$ cat src/rtl/uart_rx_pkg.sv
package uart_rx_pkg;

  typedef enum logic [1:0] {
    RX_IDLE  = 2'd0,
    RX_START = 2'd1,
    RX_DATA  = 2'd2,
    RX_STOP  = 2'd3
  } rx_state_t;

  // True when a counter that runs 0..lim-1 sits on its last value.
  function automatic logic at_last(input int unsigned value, input int unsigned lim);
    return value == (lim - 1);
  endfunction

endpackage

$ cat src/rtl/rx_sync.sv
module rx_sync #(
  parameter int unsigned STAGES = 2,
  parameter logic        IDLE_LEVEL = 1'b1
) (
  input  logic clk,
  input  logic rst_n,
  input  logic async_in,
  output logic sync_out
);

  logic [STAGES-1:0] chain_q;

  genvar g;
  generate
    for (g = 0; g < STAGES; g++) begin : g_stage
      if (g == 0) begin : g_first
        always_ff @(posedge clk or negedge rst_n) begin
          if (!rst_n) chain_q[0] <= IDLE_LEVEL;
          else        chain_q[0] <= async_in;
        end
      end else begin : g_next
        always_ff @(posedge clk or negedge rst_n) begin
          if (!rst_n) chain_q[g] <= IDLE_LEVEL;
          else        chain_q[g] <= chain_q[g-1];
        end
      end
    end
  endgenerate

  assign sync_out = chain_q[STAGES-1];

endmodule

$ cat src/rtl/rx_frame_fsm.sv
module rx_frame_fsm
  import uart_rx_pkg::*;
#(
  parameter int unsigned DATA_BITS = 8,
  parameter int unsigned OSR       = 8,
  parameter int unsigned START_RUN = 4
) (
  input  logic                 clk,
  input  logic                 rst_n,
  input  logic                 tick,
  input  logic                 line_s,
  output rx_state_t            state,
  output logic                 start_accept,
  output logic                 bit_take,
  output logic                 frame_ok,
  output logic                 frame_bad,
  output logic [DATA_BITS-1:0] shreg
);

  localparam int unsigned SUBW = (OSR > 1) ? $clog2(OSR) : 1;
  localparam int unsigned BITW = (DATA_BITS > 1) ? $clog2(DATA_BITS) : 1;

  rx_state_t            state_q;
  logic [SUBW-1:0]      sub_q;
  logic [BITW-1:0]      bit_q;
  logic [DATA_BITS-1:0] sh_q;

  // Insert a fresh bit at the top; after DATA_BITS shifts the first bit is at bit 0.
  function automatic logic [DATA_BITS-1:0] shift_lsb_first(
    input logic [DATA_BITS-1:0] sr, input logic b);
    return {b, sr[DATA_BITS-1:1]};
  endfunction

  logic sub_last, start_last, bit_last, stop_take;

  assign sub_last   = at_last(int'(sub_q), OSR);
  assign start_last = at_last(int'(sub_q), START_RUN);
  assign bit_last   = at_last(int'(bit_q), DATA_BITS);

  assign start_accept = tick && (state_q == RX_START) && !line_s && start_last;
  assign bit_take     = tick && (state_q == RX_DATA) && sub_last;
  assign stop_take    = tick && (state_q == RX_STOP) && sub_last;
  assign frame_ok     = stop_take && line_s;
  assign frame_bad    = stop_take && !line_s;

  always_ff @(posedge clk or negedge rst_n) begin
    if (!rst_n) begin
      state_q <= RX_IDLE;
      sub_q   <= '0;
      bit_q   <= '0;
      sh_q    <= '0;
    end else if (tick) begin
      case (state_q)
        RX_IDLE: begin
          if (!line_s) begin
            state_q <= RX_START;
            sub_q   <= SUBW'(1);
          end
        end
        RX_START: begin
          if (line_s) begin
            state_q <= RX_IDLE;
            sub_q   <= '0;
          end else if (start_last) begin
            state_q <= RX_DATA;
            sub_q   <= '0;
            bit_q   <= '0;
          end else begin
            sub_q <= sub_q + SUBW'(1);
          end
        end
        RX_DATA: begin
          if (sub_last) begin
            sub_q <= '0;
            sh_q  <= shift_lsb_first(sh_q, line_s);
            if (bit_last) state_q <= RX_STOP;
            else          bit_q   <= bit_q + BITW'(1);
          end else begin
            sub_q <= sub_q + SUBW'(1);
          end
        end
        RX_STOP: begin
          if (sub_last) begin
            sub_q   <= '0;
            state_q <= RX_IDLE;
          end else begin
            sub_q <= sub_q + SUBW'(1);
          end
        end
        default: state_q <= RX_IDLE;
      endcase
    end
  end

  assign state = state_q;
  assign shreg = sh_q;

endmodule

$ cat src/rtl/rx_hold_regs.sv
module rx_hold_regs #(
  parameter int unsigned DATA_BITS = 8
) (
  input  logic                 clk,
  input  logic                 rst_n,
  input  logic                 load,
  input  logic [DATA_BITS-1:0] load_data,
  input  logic                 data_rd,
  input  logic                 status_rd,
  output logic [DATA_BITS-1:0] data_q,
  output logic                 full_q,
  output logic                 overrun_q
);

  logic ovr_set;
  assign ovr_set = load && full_q && !data_rd;

  always_ff @(posedge clk or negedge rst_n) begin
    if (!rst_n) begin
      data_q    <= '0;
      full_q    <= 1'b0;
      overrun_q <= 1'b0;
    end else begin
      if (load) data_q <= load_data;

      if (load)         full_q <= 1'b1;
      else if (data_rd) full_q <= 1'b0;

      if (ovr_set)        overrun_q <= 1'b1;
      else if (status_rd) overrun_q <= 1'b0;
    end
  end

endmodule

$ cat src/rtl/uart_rx_os.sv
module uart_rx_os
  import uart_rx_pkg::*;
#(
  parameter int unsigned DATA_BITS   = 8,
  parameter int unsigned OSR         = 8,
  parameter int unsigned START_RUN   = 4,
  parameter int unsigned SYNC_STAGES = 2
) (
  input  logic                 clk,
  input  logic                 rst_n,
  input  logic                 rx_serial,
  input  logic                 tick_x8,
  input  logic                 data_rd,
  input  logic                 status_rd,
  output logic [DATA_BITS-1:0] rx_data,
  output logic                 rx_full,
  output logic                 rx_overrun
);

  // Named internal events, visible to the bound checker.
  logic                 line_s;
  rx_state_t            fsm_state;
  logic                 start_accept;
  logic                 bit_take;
  logic                 frame_ok;
  logic                 frame_bad;
  logic [DATA_BITS-1:0] shreg;

  rx_sync #(
    .STAGES     (SYNC_STAGES),
    .IDLE_LEVEL (1'b1)
  ) u_sync (
    .clk      (clk),
    .rst_n    (rst_n),
    .async_in (rx_serial),
    .sync_out (line_s)
  );

  rx_frame_fsm #(
    .DATA_BITS (DATA_BITS),
    .OSR       (OSR),
    .START_RUN (START_RUN)
  ) u_fsm (
    .clk          (clk),
    .rst_n        (rst_n),
    .tick         (tick_x8),
    .line_s       (line_s),
    .state        (fsm_state),
    .start_accept (start_accept),
    .bit_take     (bit_take),
    .frame_ok     (frame_ok),
    .frame_bad    (frame_bad),
    .shreg        (shreg)
  );

  rx_hold_regs #(
    .DATA_BITS (DATA_BITS)
  ) u_hold (
    .clk       (clk),
    .rst_n     (rst_n),
    .load      (frame_ok),
    .load_data (shreg),
    .data_rd   (data_rd),
    .status_rd (status_rd),
    .data_q    (rx_data),
    .full_q    (rx_full),
    .overrun_q (rx_overrun)
  );

endmodule

$ cat config.mk
export PLATFORM = sky130hd
export DESIGN_NAME = uart_rx_os
export DESIGN_NICKNAME = d
export VERILOG_FILES = /design/src/rtl/uart_rx_pkg.sv /design/src/rtl/rx_sync.sv /design/src/rtl/rx_frame_fsm.sv /design/src/rtl/rx_hold_regs.sv /design/src/rtl/uart_rx_os.sv
export SDC_FILE = /design/constraint.sdc
export NUM_CORES = 1
export LEC_CHECK = 0
export BUFFER_PORTS_ARGS = -buffer_cell sky130_fd_sc_hd__buf_4
export CAP_MARGIN = 30
export CELL_PAD_IN_SITES_DETAIL_PLACEMENT = 1
export CELL_PAD_IN_SITES_GLOBAL_PLACEMENT = 2
export CORE_ASPECT_RATIO = 0.5
export CORE_MARGIN = 8
export CORE_UTILIZATION = 40
export CTS_CLUSTER_DIAMETER = 100
export DETAILED_ROUTE_END_ITERATION = 7
export GPL_ROUTABILITY_DRIVEN = 0
export PLACE_DENSITY_LB_ADDON = 0.1
export SLEW_MARGIN = 15
export SYNTH_ARGS = -nofsm -noshare
export SYNTH_HDL_FRONTEND = slang
export SYNTH_SLANG_ARGS = --single-unit
$ cat constraint.sdc
create_clock -name clk -period 1.8 [get_ports clk]
set_input_delay 0.18 -clock clk [delete_from_list [all_inputs] [get_ports clk]]
set_output_delay 0.18 -clock clk [all_outputs]
set_load 0.02 [all_outputs]
==> reports/metrics.cfg <==
[run_status]
run_status=complete, no violations

[clocking]
ctsHtreeMaxLevel=1
cts_resized=0
cts_tree=done
cts_buffers=3
clk_pin_slew_ns=0.09
insertion_delay_ns=0.27
cts_sinks=28
cts_root_buf=clkbuf_8
clock_path_buffers=2

[route]
ant_nets=0
met1Wirelength_um=1170
viasPerCell=4.95
wl_per_cell_um=16.2
num_vias=822
drt_pass1_iterations=2
top_layer_used=met4
wl_um=2690
drc_errors=0
drt_iter0_drc=14
wl_met3_um=164
route.met2.wl_um=1330

[global_routing]
grt_pass1_wl_um=4620
groute.usage.overall=0.101
antenna_found_initial=0
grt_pass1_vias=940
grt_max_degree=29
overflow=0

[timing]
period_needed_ns=1.67
skew_ns=0.00340
slew_viol_final=0
setup_violations=0
period_share=0.927
hold_violations=0
hold_slack_ns=0.0693
tns_ns=0
tightest_slew_ns=0.451
slew_headroom=0.700
rsz0062_at_grt=no
max_freq_ghz=0.599

[die]
core_region_area_sq_um=3400
die-area_sq_um=5770
die-height_um=57.9
die_w_um=99.7
placementRows=15
start_util=0.413
ios=16

[logic_synthesis]
yosys-top-cells-count=26 x dfrtp_1, 17 x mux2_4, 6 x inv_1, 5 x ha_1, 4 x nand2b_1
synth_top_cells_by_area=dfrtp_1 46%, mux2_4 18%, ha_1 4.5%
ys_seq_elements=28
syn_nets=109
yosysWarnings=0
synth-seq-area-share=0.502
synth_edf_count=0
synth.top_cell.area_share=0.464
avgSynthCellArea_sq_um=14.3
synth_cells=98
netlist_area_sq_um=1400
async_reset_ff_frac=1.00
ys_types=36
yosysMostFrequentCell=dfrtp_1
yosys.area.top_type=dfrtp_1
synth_flop_cell=dfrtp_1

[worst_setup_path]
start_kind=register
cpMostUsedCell=ha_1
cp_data_arrival_time_ns=1.84
path_class=reg -> reg
cp_num_buf_inv=0
crit_chain=ha_1 > ha_1 > and4bb_1 > o21ai_2 > mux2_4
end_kind=register
crit_fanout=3
cpMaxStageDelayCell=dfrtp_1
critical_path.top_delay_family=flip-flops
required_ns=1.97
max_stage_delay_ns=0.42

[power_and_ir_drop]
power_density_nw_per_um2=1070
leakagePower_uw=0.000801
peakVddDrop_uv=424

[finish]
multi_input_area_sq_um=638
diodes=0
seq_area_sq_um=703
syn_to_final_growth_pct=16.4
nFillCells=357
layout.nets=127
final_layout_size_suffix_gt1_frac=0.409

[place]
port-buffer-count=15
dpl.hpwl_um=1920

[flow_run]
max-cap-violations=0

[worst_hold_path]
hold_class=in -> reg

## through the flow
step,total power [uW],util,cells,area [sq um],setup WS (ns)
finish,1750,0.480,166,1630,0.132
global route,1870,0.480,166,1630,0.0310
CTS,1780,0.480,166,1630,0.110
detailed placement,1270,0.453,160,1540,0.161
global placement,1230,0.453,160,1540,0.232
floorplan,1170,-,98,1400,0.258
## worst reg2reg max path, stage by stage (launching register included)
cell,delay [ns]
dfrtp_1,0.42
ha_1,0.21
ha_1,0.21
and4bb_1,0.29
o21ai_2,0.11
mux2_4,0.32
## cells in the final DEF (no fill, tap or decap)
cell type	instances
and3_1	1
mux2_1	1
o311ai_2	1
inv_1	6
bufinv_16	1
and4bb_1	1
and3_4	1
nor2_8	1
a22o_1	1
o2bb2ai_1	1
o21ai_0	2
nand2_2	1
o22ai_1	1
nor4b_2	1
ha_1	5
o32ai_1	1
dfrtp_1	26
nor3_1	2
o31a_1	1
and2b_1	1
a211oi_1	1
nand2b_1	4
a22oi_1	1
and2_4	1
nand4_4	1
a21bo_2	1
o21ai_1	1
nor2b_1	2
mux2i_1	2
o21ai_2	1
dfstp_2	2
mux2_4	17
dlygate4sd3_1	2
clkbuf_8	3
buf_4	15
o21a_1	1
nand2_1	3
o31ai_1	1
## metal layers
metal | vias up | GRT usage
li1 | 380 | -
met1 | 426 | 0.117
met2 | 14 | 0.170
met3 | 2 | 0.0489
met4 | 0 | 0.0149
met5 | - | 0
## registers in the layout, indices dropped and copies added, names as in the netlist, named ones only
signal	count
u_fsm.bit_q	3
u_fsm.shreg	8
u_fsm.state	1
u_fsm.sub_q	3
u_hold.data_q	8
u_hold.full_q	1
u_hold.overrun_q	1
u_sync.chain_q	1
u_sync.sync_out	1
## layout make-up
type                       count  share of cell area
sequential                    28               0.431
multi-input combinational     60               0.391
timing repair buffer          17              0.0813
tap                           51              0.0391
clock buffer                   3              0.0253
clock inverter                 1              0.0184
inverter                       6              0.0138
## path summary, 6_finish.rpt
check / startpoint / endpoint / slack [ns] / cells past startpoint
max in group asynchronous: rst_n / u_sync.chain_q[0] / 1.13 / 2
hold reg to reg: u_sync.chain_q[0] / u_sync.sync_out / 0.36 / 0
setup reg to reg: u_fsm.bit_q[0] / u_fsm.bit_q[0] / 0.13 / 5
setup / recovery: u_fsm.bit_q[0] / u_fsm.bit_q[0] / 0.13 / 5
hold / removal: status_rd / u_hold.overrun_q / 0.07 / 2
min in group asynchronous: rst_n / u_fsm.shreg[3] / 0.35 / 2
## logic make-up (layout without fill, tap and decap cells)
group                    Yosys count  after routing  share of synthesized area
flip-flops                        28             28                      0.502
multiplexers                      20             20                      0.204
AND/OR/NAND/NOR                   20             20                      0.120
AO/OA/AOI/OAI                     15             15                     0.0866
buffers and inverters             10             27                     0.0429
adder cells (fa/ha/maj)            5              5                     0.0446
## power by group
group          internal [uW]  total (uW)  switching, uW  leakage (uW)
Combinational            208         402            195      0.000395
Clock                    298         493            195     0.0000357
Sequential               707         857            150      0.000370
## timing repair
item,4_1_cts,5_1_grt
setup buffers,0,0
hold buffers,2,0
endpoints found under the hold margin,27,0
Note: power is estimated with default switching activity, not from simulation.
